===== src/rtl/wfa_pkg.sv =====
package wfa_pkg;

    typedef enum logic [1:0] {
        RET_NONE = 2'd0,
        RET_PUSH = 2'd1,
        RET_DROP = 2'd2,
        RET_ERR  = 2'd3
    } ret_kind_e;

endpackage


===== src/rtl/wfa_elig.sv =====
module wfa_elig #(
    parameter int N_SLOTS   = 8,
    parameter int OCC_W     = 4,
    parameter int OCC_LIMIT = 4
) (
    input  logic [N_SLOTS-1:0]       running,
    input  logic [N_SLOTS*OCC_W-1:0] occ,
    input  logic [N_SLOTS-1:0]       has_branch,
    input  logic [N_SLOTS-1:0]       outst_q,
    input  logic [N_SLOTS-1:0]       queued_q,
    output logic [N_SLOTS-1:0]       elig
);
    localparam logic [OCC_W-1:0] LIMIT = OCC_W'(OCC_LIMIT);

    for (genvar g = 0; g < N_SLOTS; g++) begin : g_slot
        logic room;
        assign room    = occ[g*OCC_W +: OCC_W] <= LIMIT;
        assign elig[g] = running[g] & room & ~has_branch[g] & ~outst_q[g] & ~queued_q[g];
    end
endmodule


===== src/rtl/wfa_ready_q.sv =====
module wfa_ready_q #(
    parameter int N_SLOTS = 8,
    parameter int SLOT_W  = 3
) (
    input  logic                clk,
    input  logic                rst_n,
    input  logic [N_SLOTS-1:0]  push_vec,
    output logic                head_valid,
    output logic [SLOT_W-1:0]   head_id
);
    localparam logic [SLOT_W-1:0] LAST = SLOT_W'(N_SLOTS - 1);

    typedef struct packed {
        logic [N_SLOTS-1:0][SLOT_W-1:0] ent;
        logic [SLOT_W-1:0]              rd;
        logic [SLOT_W-1:0]              wr;
        logic [SLOT_W:0]                cnt;
    } q_st_t;

    q_st_t st_d, st_q;

    always_comb begin
        logic [SLOT_W-1:0] idx;
        logic [SLOT_W:0]   n_push;
        logic [SLOT_W:0]   total;
        st_d   = st_q;
        idx    = st_q.wr;
        n_push = '0;
        for (int i = 0; i < N_SLOTS; i++) begin
            if (push_vec[i]) begin
                st_d.ent[idx] = SLOT_W'(i);
                idx           = (idx == LAST) ? '0 : idx + 1'b1;
                n_push        = n_push + 1'b1;
            end
        end
        st_d.wr    = idx;
        total      = st_q.cnt + n_push;
        head_valid = total != '0;
        head_id    = st_d.ent[st_q.rd];
        if (head_valid) begin
            st_d.rd = (st_q.rd == LAST) ? '0 : st_q.rd + 1'b1;
        end
        st_d.cnt = total - {{SLOT_W{1'b0}}, head_valid};
    end

    always_ff @(posedge clk) begin
        if (!rst_n) st_q <= '0;
        else        st_q <= st_d;
    end
endmodule


===== src/rtl/wfa_ret.sv =====
module wfa_ret
    import wfa_pkg::*;
#(
    parameter int N_SLOTS  = 8,
    parameter int SLOT_W   = 3,
    parameter int BYTES_W  = 8,
    parameter int IB_SHIFT = 3
) (
    input  logic                      ret_valid,
    input  logic [SLOT_W-1:0]         ret_slot,
    input  logic [BYTES_W-1:0]        ret_bytes,
    input  logic [N_SLOTS-1:0]        outst_q,
    input  logic [N_SLOTS-1:0]        drop_q,
    output ret_kind_e                 kind,
    output logic [N_SLOTS-1:0]        clr_vec,
    output logic [BYTES_W-IB_SHIFT-1:0] count
);
    always_comb begin
        kind    = RET_NONE;
        clr_vec = '0;
        count   = ret_bytes[BYTES_W-1:IB_SHIFT];
        if (ret_valid) begin
            if (!outst_q[ret_slot]) begin
                kind = RET_ERR;
            end else begin
                clr_vec[ret_slot] = 1'b1;
                kind = drop_q[ret_slot] ? RET_DROP : RET_PUSH;
            end
        end
    end
endmodule


===== src/rtl/wf_fetch_arbiter.sv =====
module wf_fetch_arbiter
    import wfa_pkg::*;
#(
    parameter int N_SLOTS    = 8,
    parameter int OCC_W      = 4,
    parameter int OCC_LIMIT  = 4,
    parameter int BYTES_W    = 8,
    parameter int INST_BYTES = 8,
    localparam int SLOT_W    = (N_SLOTS > 1) ? $clog2(N_SLOTS) : 1,
    localparam int IB_SHIFT  = $clog2(INST_BYTES),
    localparam int CNT_W     = BYTES_W - IB_SHIFT
) (
    input  logic                       clk,
    input  logic                       rst_n,
    input  logic [N_SLOTS-1:0]         slot_running,
    input  logic [N_SLOTS*OCC_W-1:0]   slot_occ,
    input  logic [N_SLOTS-1:0]         slot_has_branch,
    input  logic [N_SLOTS-1:0]         drop_req,
    input  logic                       ret_valid,
    input  logic [SLOT_W-1:0]          ret_slot,
    input  logic [BYTES_W-1:0]         ret_bytes,
    output logic                       fetch_start,
    output logic [SLOT_W-1:0]          fetch_slot,
    output logic                       push_valid,
    output logic [SLOT_W-1:0]          push_slot,
    output logic [CNT_W-1:0]           push_count,
    output logic                       drop_done,
    output logic                       proto_err
);
    typedef struct packed {
        logic [N_SLOTS-1:0] queued;
        logic [N_SLOTS-1:0] outst;
        logic [N_SLOTS-1:0] drop;
        logic               fetch_start;
        logic [SLOT_W-1:0]  fetch_slot;
        logic               push_valid;
        logic [SLOT_W-1:0]  push_slot;
        logic [CNT_W-1:0]   push_count;
        logic               drop_done;
        logic               proto_err;
    } arb_st_t;

    arb_st_t st_d, st_q;

    logic [N_SLOTS-1:0] elig;
    logic               head_valid;
    logic [SLOT_W-1:0]  head_id;
    ret_kind_e          ret_kind;
    logic [N_SLOTS-1:0] ret_clr;
    logic [CNT_W-1:0]   ret_count;
    logic [N_SLOTS-1:0] outst_vec;
    logic [N_SLOTS-1:0] drop_vec;

    wfa_elig #(.N_SLOTS(N_SLOTS), .OCC_W(OCC_W), .OCC_LIMIT(OCC_LIMIT)) elig_i (
        .running    (slot_running),
        .occ        (slot_occ),
        .has_branch (slot_has_branch),
        .outst_q    (st_q.outst),
        .queued_q   (st_q.queued),
        .elig       (elig)
    );

    wfa_ready_q #(.N_SLOTS(N_SLOTS), .SLOT_W(SLOT_W)) ready_q_i (
        .clk        (clk),
        .rst_n      (rst_n),
        .push_vec   (elig),
        .head_valid (head_valid),
        .head_id    (head_id)
    );

    wfa_ret #(.N_SLOTS(N_SLOTS), .SLOT_W(SLOT_W), .BYTES_W(BYTES_W), .IB_SHIFT(IB_SHIFT)) ret_i (
        .ret_valid (ret_valid),
        .ret_slot  (ret_slot),
        .ret_bytes (ret_bytes),
        .outst_q   (st_q.outst),
        .drop_q    (st_q.drop),
        .kind      (ret_kind),
        .clr_vec   (ret_clr),
        .count     (ret_count)
    );

    always_comb begin
        st_d             = st_q;
        st_d.fetch_start = 1'b0;
        st_d.push_valid  = 1'b0;
        st_d.drop_done   = 1'b0;
        st_d.proto_err   = 1'b0;

        st_d.queued = st_q.queued | elig;
        st_d.outst  = st_q.outst & ~ret_clr;
        st_d.drop   = (st_q.drop & ~ret_clr) | drop_req;

        if (head_valid) begin
            st_d.queued[head_id] = 1'b0;
            st_d.outst[head_id]  = 1'b1;
            st_d.fetch_start     = 1'b1;
            st_d.fetch_slot      = head_id;
        end

        unique case (ret_kind)
            RET_PUSH: begin
                st_d.push_valid = 1'b1;
                st_d.push_slot  = ret_slot;
                st_d.push_count = ret_count;
            end
            RET_DROP: st_d.drop_done = 1'b1;
            RET_ERR:  st_d.proto_err = 1'b1;
            default:  ;
        endcase
    end

    always_ff @(posedge clk) begin
        if (!rst_n) st_q <= '0;
        else        st_q <= st_d;
    end

    assign fetch_start = st_q.fetch_start;
    assign fetch_slot  = st_q.fetch_slot;
    assign push_valid  = st_q.push_valid;
    assign push_slot   = st_q.push_slot;
    assign push_count  = st_q.push_count;
    assign drop_done   = st_q.drop_done;
    assign proto_err   = st_q.proto_err;
    assign outst_vec   = st_q.outst;
    assign drop_vec    = st_q.drop;
endmodule


===== config.mk =====
export PLATFORM = sky130hd
export DESIGN_NAME = wf_fetch_arbiter
export DESIGN_NICKNAME = d
export VERILOG_FILES = /design/src/rtl/wfa_pkg.sv /design/src/rtl/wfa_elig.sv /design/src/rtl/wfa_ready_q.sv /design/src/rtl/wfa_ret.sv /design/src/rtl/wf_fetch_arbiter.sv
export SDC_FILE = /design/constraint.sdc
export NUM_CORES = 1
export LEC_CHECK = 0
export CORE_ASPECT_RATIO = 1.2
export CORE_MARGIN = 10
export CORE_UTILIZATION = 57
export CTS_BUF_LIST = sky130_fd_sc_hd__clkbuf_8
export CTS_CLUSTER_DIAMETER = 150
export DETAILED_ROUTE_END_ITERATION = 16
export PLACE_DENSITY = 0.83
export SYNTH_ARGS = -nofsm -noshare
export SYNTH_HDL_FRONTEND = slang
export SYNTH_SLANG_ARGS = --single-unit

===== constraint.sdc =====
create_clock -name clk -period 10.2 [get_ports clk]
set_input_delay 1.02 -clock clk [delete_from_list [all_inputs] [get_ports clk]]
set_output_delay 1.02 -clock clk [all_outputs]
set_load 0.05 [all_outputs]

* Word-level counts from Yosys, hierarchy flattened
Cells that the tools add are included.
W data, S select, Z words.
** Word-level totals
- Input port bits :: 70
- Output and inout bits :: 15
- Register bits :: 73
- Logic and storage cells :: 245
** Cells by class
- Equality and inequality tests :: 12
- Add/sub/neg operators :: 18
- Order comparisons :: 29
- Reduce and logical (&&, ||, !) cells :: 11
- Bitwise gates (word level) :: 85
- Muxes and demuxes :: 69
** Operators by type and width (number)
- $mux W24 :: 8
- $mux W3 :: 26
- $demux W3 S3 :: 8
- $and A16 B16 Y16 :: 3
- $and A8 B8 Y8 :: 6
- $not A16 Y16 :: 3
- $or A16 B16 Y16 :: 3
- $or A8 B8 Y8 :: 6
- $lt A3 B4 Y1 const B :: 11
- $not A8 Y8 :: 5
- $and A1 B1 Y1 :: 32
- $le A4 B3 Y1 const B :: 8
- $mux W4 :: 8
- $ge A3 B1 Y1 const B :: 10
- $add A3 B1 Y3 const B :: 9
- $eq A3 B3 Y1 const B :: 9
- $add A4 B1 Y4 const B :: 6
- $and A24 B24 Y24 :: 1
- $not A1 Y1 :: 24
- $not A24 Y24 :: 1
- $or A24 B24 Y24 :: 1
- $mux W16 :: 1
- $mux W8 :: 2
- $logic_and A1 B1 Y1 :: 10
- other kinds (12) :: 23

* Logic depth before layout (Yosys ltp)
Gate-level depths: netlist (run 1).
- Depth after elaboration :: 39
- Mapped depth :: 32
- Mapped depth without buffers :: 31

* Hierarchy
A second synthesis (run 1) with hierarchy kept.
** Unflattened totals
- Cells, all modules :: 774
- Area, all modules :: 6068.3 sq um
** By module, submodules not included
- wfa_ready_q :: instances 1, sequential area each 680.7 sq um, area an instance 4063.9 sq um, cells an instance 547
- wf_fetch_arbiter :: instances 1, sequential area each 780.7 sq um, area an instance 1481.4 sq um, cells an instance 152
- wfa_ret :: instances 1, sequential area each 0.0 sq um, area an instance 352.8 sq um, cells an instance 43
- wfa_elig :: instances 1, sequential area each 0.0 sq um, area an instance 170.2 sq um, cells an instance 32

* Worst setup path after synthesis (run 1)
Ideal clock, no wire load.
- Path kind :: input to register
- Start :: input slot_occ[7]
- End :: register ready_q_i.st_q[2] (netlist bit)
- Data required time :: 10.072 ns
- Path slack :: 2.615 ns
- Stages :: 31
- Arrival time :: 7.458 ns
- Library setup time :: 0.128 ns
- Buffers on the path :: 2
- Cells stage by stage :: or4b_4 -> nor3_4 -> clkbuf_1 -> ha_1 -> xnor2_1 -> ha_1 -> mux2_2 -> ha_1 -> mux2_2 -> ha_1 -> mux2i_1 -> inv_1 -> ha_1 -> nand2_1 -> o21ai_0 -> ha_1 -> nor2_1 -> nor2_1 -> ha_1 -> a21o_1 -> a21oi_1 -> xnor2_1 -> xnor2_1 -> xnor2_1 -> nor3_1 -> inv_1 -> clkbuf_1 -> ha_1 -> ha_1 -> xor2_1 -> nor2_1
** On the way
- Cells in the longest elaborated chain, start to end :: 21
** Ends and longest elaborated chain
- start, declared :: line wf_fetch_arbiter.sv:16 : input logic [N_SLOTS*OCC_W-1:0] slot_occ,
- $le A4 B3 Y1 * :: line wfa_elig.sv:17 : assign room = occ[g*OCC_W +: OCC_W] <= LIMIT;
- $and A1 B1 Y1 * (4 in series) :: line wfa_elig.sv:18 : assign elig[g] = running[g] & room & ~has_branch[g] & ~outst_q[g] & ~queued_q[g];
- $mux W4 * :: line wfa_ready_q.sv:30 : if (push_vec[i]) begin
- $add A4 B1 Y4 :: line wfa_ready_q.sv:33 : n_push = n_push + 1'b1;
- $mux W4 * :: line wfa_ready_q.sv:30
- $add A4 B1 Y4 :: line wfa_ready_q.sv:33
- $mux W4 * :: line wfa_ready_q.sv:30
- $add A4 B1 Y4 :: line wfa_ready_q.sv:33
- [3 not listed]
- $add A4 B1 Y4 :: line wfa_ready_q.sv:33
- $mux W4 * :: line wfa_ready_q.sv:30
- $add A4 B1 Y4 :: line wfa_ready_q.sv:33
- $mux W4 * :: line wfa_ready_q.sv:30
- $add A4 B4 Y4 * :: line wfa_ready_q.sv:37 : total = st_q.cnt + n_push;
- $reduce_bool A4 Y1 * :: line wfa_ready_q.sv:38 : head_valid = total != '0;
- net head_valid :: line wf_fetch_arbiter.sv:46 : logic head_valid;
- $sub A4 B1 Y4 * :: line wfa_ready_q.sv:43 : st_d.cnt = total - {{SLOT_W{1'b0}}, head_valid};
- end signal, assigned :: line wfa_ready_q.sv:48 : else st_q <= st_d;
- end, declared :: line wfa_ready_q.sv:20 : q_st_t st_d, st_q;
The timed path passes the listed nets; every way through them passes the cells marked *.
A chain may end at the register's enable or synchronous reset.

* Final worst setup path (run 1)
- Start :: input slot_occ[7]
- End :: register st_q (netlist bit outst_vec[7])
** On the way
- Cells in the longest elaborated chain, start to end :: 35
- Elaborated cells on any way between the ends :: 103
- Classes of those cells :: add/sub: 12; order compare: 15; eq/ne: 5; mux: 42; bitwise: 21; reduce/logical: 8
** Ends and longest elaborated chain
- $le A4 B3 Y1 * :: line wfa_elig.sv:17
- $and A1 B1 Y1 * (4 in series) :: line wfa_elig.sv:18
- $mux W3 :: line wfa_ready_q.sv:30
- $add A3 B1 Y3 / $eq A3 B3 Y1 (equally long branches) :: line wfa_ready_q.sv:32 : idx = (idx == LAST) ? '0 : idx + 1'b1;
- $mux W3 :: line wfa_ready_q.sv:32
- $mux W3 :: line wfa_ready_q.sv:30
- $add A3 B1 Y3 / $eq A3 B3 Y1 (equally long branches) :: line wfa_ready_q.sv:32
- $mux W3 :: line wfa_ready_q.sv:32
- [16 not listed]
- $bmux W3 S3 :: line wfa_ready_q.sv:39 : head_id = st_d.ent[st_q.rd];
- $mux W3 (not written as such) :: line wfa_ready_q.sv:39
- $lt A3 B4 Y1 (not written as such) / $ge A3 B1 Y1 (equally long branches) :: line wf_fetch_arbiter.sv:95 : st_d.outst[head_id] = 1'b1;
- $logic_and A1 B1 Y1 (not written as such) :: line wf_fetch_arbiter.sv:95
- $mux W1 (not written as such) :: line wf_fetch_arbiter.sv:95
- $demux W1 S3 :: line wf_fetch_arbiter.sv:95
- $or A8 B8 Y8 (no source line)
- $mux W16 * :: line wf_fetch_arbiter.sv:93 : if (head_valid) begin
- end signal, assigned :: line wf_fetch_arbiter.sv:114 : else st_q <= st_d;
- end, declared :: line wf_fetch_arbiter.sv:43 : arb_st_t st_d, st_q;
Every way passes the cells marked *; elsewhere a longest branch is shown, timed or not. The select of a mux whose other input is x is not followed.

==> results.md, run 1 <==
* Outcome: complete, no violations
* RR Endpoint: outst_vec[7]
* GR Overflow Total at 0
* Num CTS Buffers at 9
* # port buffers at 81
* DIE AREA at 14900 um2
* Iteration-0 DRC Markers at 747
* HP Class: flop to flop
* Die Ht at 132 um
* Synth top area share at 24.6%
* CP bufs+invs at 6
* WP data required at 10470 ps
* Warnings from Yosys at 0
* Rel. slew slack at approximately 30%
* Hold Crit Start: ready_q_i.st_q[21]
* Cell taking the most area after synthesis: dfxtp_1
* Hold Crit Endpoint: ready_q_i.st_q[21]
* Cell area after layout at 7030 um2
* Sequential fraction of the synthesis area at between 20% and 30%
* Worst Skew at 11.4 ps
* Max FO, Critical Path at 13
* Sink Count at 73
* Antenna fix cells at 0
* Global Route Usage Sum at between 20% and 30%
* Setup violators final at 0
* Drt via density at 6.94
* FF-to-FF setup slack at 2480 ps
* Total Nets Final at 880
* Worst hold stages at 2
* CP max stage cell: or4b_4
* Vias at approximately 6.4k
* Crit path from: slot_occ[7]
* Largest net degree at the start of global routing at 55
* Worst slew pin tran at 1030 ps
* Syn_nets at 820
* Layout cells sized above 1 at 9.69%
* Top achievable clock speed at 0.120 GHz
* Antenna viol nets, final at 0
* WHS at 474 ps
* Area occupied by multi-input gates at 4250 um2
* LEAKAGE at 2.65 nW
* Synth Instances at 730
* Max_cap viols at 0
* Hold buffers post-CTS at 0
* Synthesized area per cell at 8.15 um2
* TritonRoute pass-1 iters at 5
* WS Path Type: primary input to flop
* Die width at 113 um
* Final Power at 1.55 mW
* Fin. max-slew vios at 0
* FF-to-FF path depth at 31
* Flop and latch count out of synthesis at 73
* Final Hold Viols at 0
* Area Overhead vs Synth at 18.1%
* Worst Setup End Kind: flop
* Initial antenna violation count at 0
* RSZ-0062 raised after global routing: no
* Synth area leaders: dfxtp_1 (25%), nor2_1 (5.0%), a21oi_1 (4.2%)
* Worst Path Arrival at 8620 ps
* Most used cell along the critical path: ha_1
* CTS tree: yes
* Mapped cell area at 5950 um2
* Clk pin slew, worst setup/hold paths at 90 ps
* Setup TNS Final at 0 ps
* Clock root buffer: clkbuf_8
* Max stage delay on crit path at around 580 ps
* Postcts setup bufs at 0
* First-pass GRT wire length at 34400 um
* Synth unique cells at just under 100
* Post-CTS resize count at 0
* Row Count at 40
* CP Launch Type: primary input
* Detailed placement HPWL at 16800 um
* Cell Pwr Density at about 220 nW/um2
* Routability congestion estimate at about 0.99
* Maximum buffer depth of the clock tree at 2
* Area post-placement at just under 7000 um2
* Tmin final at 8350 ps
* Wirelength per Cell at 23.7 um
* Post-synth EDFFs at 0
* Sequential cell area at 1460 um2
* Core footprint at 10100 um2
* H-tree levels at 3
* VDD IR max at ~0.2 mV
* Worst path top cell family by delay: adder cells
* DR DRC count at 0
* Final period util at 81.8%
* Synth Flop Type: dfxtp_1
* Clk_lat worst skew at around 380 ps
* Vias in the first global route at 6273
* Asr flop ratio synth at 0%
* # IOs at between 80 and 90
* FILL cells at 809
* Starting Density at 58.8%
* Worst r2r src: outst_vec[0]
* Drt total wl at 21800 um
report_power, final:
group / switching, mW / total [mW] / internal, mW
Combinational: 0.562 / 0.895 / 0.333
Clock: 0.133 / 0.251 / 0.118
Sequential: 0.0635 / 0.402 / 0.339
cells by family (layout without fill, tap and decap cells):
logic type	Yosys count	in the layout	share of synthesized area (%)
buffers and inverters	62	127	4.06
DFF	73	73	24.6
and+or+nand+nor	294	294	26.4
muxes	29	29	5.83
adders and majority gates	22	22	4.67
xor gates and xnor gates	39	39	8.16
AOI/OAI and AO/OA	211	211	26.3
cell usage after synthesis (all sizes together), types with 4 or more instances:
master	n
nor2	84
nand2	53
nor3	32
ha	19
nand4	8
and3	8
o211a	4
clkbuf	33
xnor2	27
nand2b	4
o21a	6
o31a	4
inv	21
o31ai	8
nor4b	9
mux4	4
nor4	9
a311oi	9
xnor3	4
or4	5
xor2	8
or2	5
or4b	4
a21oi	50
o2bb2ai	4
a2bb2oi	6
dfxtp	73
a32oi	6
buf	7
a32o	11
a31oi	10
nand3	34
and2	12
mux2i	20
o211ai	8
mux2	5
nor2b	9
o21ai	28
a211oi	14
or3	6
worst max path at each step:
stage / cells after the start / slack (ps) / to
floorplan: 31 / 2610 / ready_q_i.st_q[2]
global placement: 32 / 2060 / ready_q_i.st_q[2]
detailed placement: 31 / 1610 / outst_vec[5]
finish: 31 / 1850 / outst_vec[7]
global route: 32 / 1480 / ready_q_i.st_q[2]
CTS: 31 / 1940 / outst_vec[7]
worst min-delay path, cell delays in order, from the launching register on:
cell and delay [ps]:
dfxtp_1 320, nand3_1 60, a21oi_1 50
routing by layer:
layer	global-route usage, %	part of all wire [%]
met4	16.2	5.8
met2	47.5	48
met3	5.87	9.3
met1	32.6	37
met5	0	0
cell usage in the layout, fill, tap and decap left out, types with 5 or more instances in the layout:
cell and n:
mux2i_1 20, nor2b_1 8, nor4_1 9, a2bb2oi_1 5
a32oi_1 6, o21ai_0 26, nor4b_1 6, and3_1 8
a311oi_1 8, or4_1 5, nand2_1 53, nor2_1 80
o31ai_1 8, ha_1 19, clkbuf_8 9, nand3_1 34
dfxtp_1 73, a21oi_1 50, o21a_1 6, mux2_2 5
or2_2 5, nor3_1 29, o211ai_1 7, xor2_1 7
clkdlybuf4s50_1 81, a31oi_1 9, or3_1 6, buf_4 8
and2_1 11, xnor2_1 21, nand4_1 8, a211oi_1 13
inv_1 18, a32o_1 11
registers in the layout, indices dropped and copies added (netlist names):
name            count
drop_done           1
drop_vec            8
fetch_slot          3
fetch_start         1
outst_vec           8
proto_err           1
push_count          5
push_slot           3
push_valid          1
ready_q_i.st_q     34
st_q                8
stage by stage:
| step | setup WS (ps) | utilization, % | cells |
|---|---|---|---|
| after floorplan | 2610 | - | 730 |
| after global placement | 2060 | 67.4 | 905 |
| after detailed placement | 1610 | 67.4 | 905 |
| after CTS | 1940 | 69.5 | 921 |
| after global routing | 1480 | 69.5 | 921 |
| final | 1850 | 69.5 | 921 |
area by class of cell:
| class | count | share of cell area, % |
|---|---|---|
| repair buffers | 89 | 12.4 |
| clock buffers | 9 | 1.76 |
| well taps | 126 | 2.24 |
| multi-input cells | 595 | 60.4 |
| flip-flops and latches | 73 | 20.8 |
| clock inverters | 7 | 1.21 |
| inverters | 22 | 1.18 |
Note: power is estimated with default switching activity, not from simulation.
==> run 2, diff against run 1 <==
==> constraint.sdc (replaced) <==
create_clock -name clk -period 7.8 [get_ports clk]
set_input_delay 0.78 -clock clk [delete_from_list [all_inputs] [get_ports clk]]
set_output_delay 0.78 -clock clk [all_outputs]
set_load 0.05 [all_outputs]
==> results.md, run 2 (synthesis gave the netlist of run 1 again) <==
* Die width at 113 um (unchanged)
* Max_cap viols at 0 (unchanged)
* VDD IR max at 0.246 mV (was 0.199 mV)
* Final period util at 94.6%
* Tmin final at 7380 ps
* Worst hold stages at 2 (unchanged)
* Worst Setup End Kind: flop (unchanged)
* Hold buffers post-CTS at 0 (unchanged)
* Total Nets Final at 897 (was 880)
* Die Ht at 132 um (unchanged)
* Core footprint at 10100 um2 (unchanged)
* Highest-count cells in the layout ignoring fill and taps: clkdlybuf4s50_1 (81), nor2_1 (80), dfxtp_1 (73), nand2_1 (53), a21oi_1 (50) (unchanged)
* Clk_lat worst skew at 370 ps (was 380 ps)
* Starting Density at 58.8% (unchanged)
* DIE AREA at 14900 um2 (unchanged)
* Global Route Usage Sum at 28.7% (was 28.5%)
* Largest net degree at the start of global routing at 55 (unchanged)
* Worst Path Arrival at 7690 ps (was 8620 ps)
* Antenna fix cells at 0 (unchanged)
* # IOs at 85 (unchanged)
* Max FO, Critical Path at 4 (was 13)
* Max FFs per register at 34 (unchanged)
* Layout cells sized above 1 at 11.8% (was 9.69%)
* Row Count at 40 (unchanged)
* Clk pin slew, worst setup/hold paths at 90 ps (about the same)
* Sequential cell area at 1460 um2 (unchanged)
* H-tree levels at 3 (unchanged)
* Routability congestion estimate at 1.02 (was 0.985)
* Area Overhead vs Synth at 20.4% (was 18.1%)
* Final Power at 2.06 mW (was 1.55 mW)
* WP data required at 8110 ps (was 10470 ps)
* Largest reg by FF count: ready_q_i.st_q (unchanged)
* Antenna viol nets, final at 0 (unchanged)
* Wirelength per Cell at 23.7 um (about the same)
* Area occupied by multi-input gates at 4250 um2 (about the same)
* FILL cells at 802 (was 809)
* Vias in the first global route at 6434 (was 6273)
* Worst slew pin tran at 1020 ps (was 1030 ps)
* TritonRoute pass-1 iters at 5 (unchanged)
* Vias at 6565 (was 6395)
* WHS at 481 ps (was 474 ps)
* DR DRC count at 0 (unchanged)
* HP Class: flop to flop (unchanged)
* FF-to-FF path depth at 27 (was 31)
* Drt total wl at 22200 um (was 21800 um)
* First-pass GRT wire length at 34700 um (was 34400 um)
* Worst Skew at 9.40 ps (was 11.4 ps)
* Setup TNS Final at 0 ps (unchanged)
* # port buffers at 81 (unchanged)
* Iteration-0 DRC Markers at 755 (was 747)
* CTS tree: yes (unchanged)
* Drt via density at 7.00 (was 6.94)
* LEAKAGE at 2.73 nW (was 2.65 nW)
* Detailed placement HPWL at 17200 um (was 16800 um)
* Rel. slew slack at 32.0% (was 30.4%)
* Top achievable clock speed at 0.136 GHz
* RSZ-0062 raised after global routing: no (unchanged)
* Hold Crit Endpoint: ready_q_i.st_q[21] (unchanged)
* Clock root buffer: clkbuf_8 (unchanged)
* Final Hold Viols at 0 (unchanged)
* WS Path Type: primary input to flop (unchanged)
* Num CTS Buffers at 9 (unchanged)
* Commonest non-fill, non-tap cell in the layout: clkdlybuf4s50_1 (unchanged)
* Fin. max-slew vios at 0 (unchanged)
* Postcts setup bufs at 0 (unchanged)
* Maximum buffer depth of the clock tree at 2 (unchanged)
* Hold Crit Start: ready_q_i.st_q[21] (unchanged)
* Outcome: complete, no violations (unchanged)
* Setup violators final at 0 (unchanged)
* RR Endpoint: outst_vec[4] (was outst_vec[7])
* Cell Pwr Density at 287 nW/um2 (was 220 nW/um2)
* CP Launch Type: primary input (unchanged)
* Sink Count at 73 (unchanged)
* FF-to-FF setup slack at 900 ps (was 2480 ps)
* Worst r2r src: outst_vec[1] (was outst_vec[0])
* Initial antenna violation count at 0 (unchanged)
* GR Overflow Total at 0 (unchanged)
run 2: cell count changes in the layout (fill, tap and decap cells not counted):
cell	delta
buf_4	+17
inv_6	+1
inv_8	-1
mux2i_1	-1
mux2i_2	+1
nor3_1	-1
nor3_2	+1
run 2: what timing repair did:
item,4_1_cts,5_1_grt
endpoints found under the hold margin,0,0
setup endpoints to repair,0,8
gates resized for setup,0,2
run 2: routing by layer:
metal  track usage, %  routed length, um  up-vias
li1                 -                  -     2936
met1             31.8               8090     3079
met2             47.4              10500      435
met3             7.79               2250      115
met4             17.8               1380        0
met5                0                  0        -
run 2: final cells by class:
type	instances	area share, %
Inverter	22	1.15
Clock inverter	7	1.15
Sequential cell	73	20.4
Timing Repair Buffer	106	13.9
Clock buffer	9	1.73
Multi-Input combinational cell	595	59.4
Tap cell	126	2.20
run 2: critical path: stages:
cell and delay (ps):
clkdlybuf4s50_1 420, or4b_4 570, nor3_4 310, ha_1 360, xnor2_1 160, ha_1 310
mux2_2 270, ha_1 270, mux2_2 300, ha_1 290, mux2i_2 280, inv_1 80
ha_1 270, nand2_1 80, o21ai_0 120, ha_1 310, nor2_1 40, nor2_1 150
ha_1 250, a21o_1 170, a21oi_1 200, xnor2_1 160, xnor2_1 120, xnor2_1 350
nor3_2 120, buf_4 180, nor3_1 500, a32o_1 230
run 2: through the flow:
stage          instances  util [%]  setup WS, ps  cell area [um2]
3_3_place_gp         922      68.7           433             6950
4_1_cts              938      70.7           364             7150
6_report             938      70.8           421             7160
2_1_floorplan        730         -           455             5950
3_5_place_dp         922      68.7          3.35             6950
5_1_grt              938      70.8          68.5             7160
run 2: worst max-delay path by stage:
stage                                    to         start  slack (ps)
after CTS                 ready_q_i.st_q[2]   slot_occ[7]         360
final                          outst_vec[4]   slot_occ[7]         420
after global placement    ready_q_i.st_q[2]   slot_occ[7]         430
after detailed placement  ready_q_i.st_q[2]   slot_occ[7]           3
after global routing           outst_vec[2]  slot_occ[11]          70
after floorplan           ready_q_i.st_q[2]   slot_occ[7]         450
run 2: report_power, final:
group	internal (mW)	switching (mW)	total (mW)
Sequential	0.443	0.0826	0.526
Clock	0.153	0.163	0.317
Combinational	0.451	0.765	1.22
==> run 3, diff against run 2 <==
--- a/config.mk
+++ b/config.mk
@@ -11,7 +11,9 @@
 export CTS_BUF_LIST = sky130_fd_sc_hd__clkbuf_8
 export CTS_CLUSTER_DIAMETER = 150
 export DETAILED_ROUTE_END_ITERATION = 16
+export HOLD_SLACK_MARGIN = 0.06
 export PLACE_DENSITY = 0.83
+export SLEW_MARGIN = 25
 export SYNTH_ARGS = -nofsm -noshare
 export SYNTH_HDL_FRONTEND = slang
 export SYNTH_SLANG_ARGS = --single-unit
==> results of run 3 <==
Same layout as run 2: the final DEF is identical, and so are final timing and power.
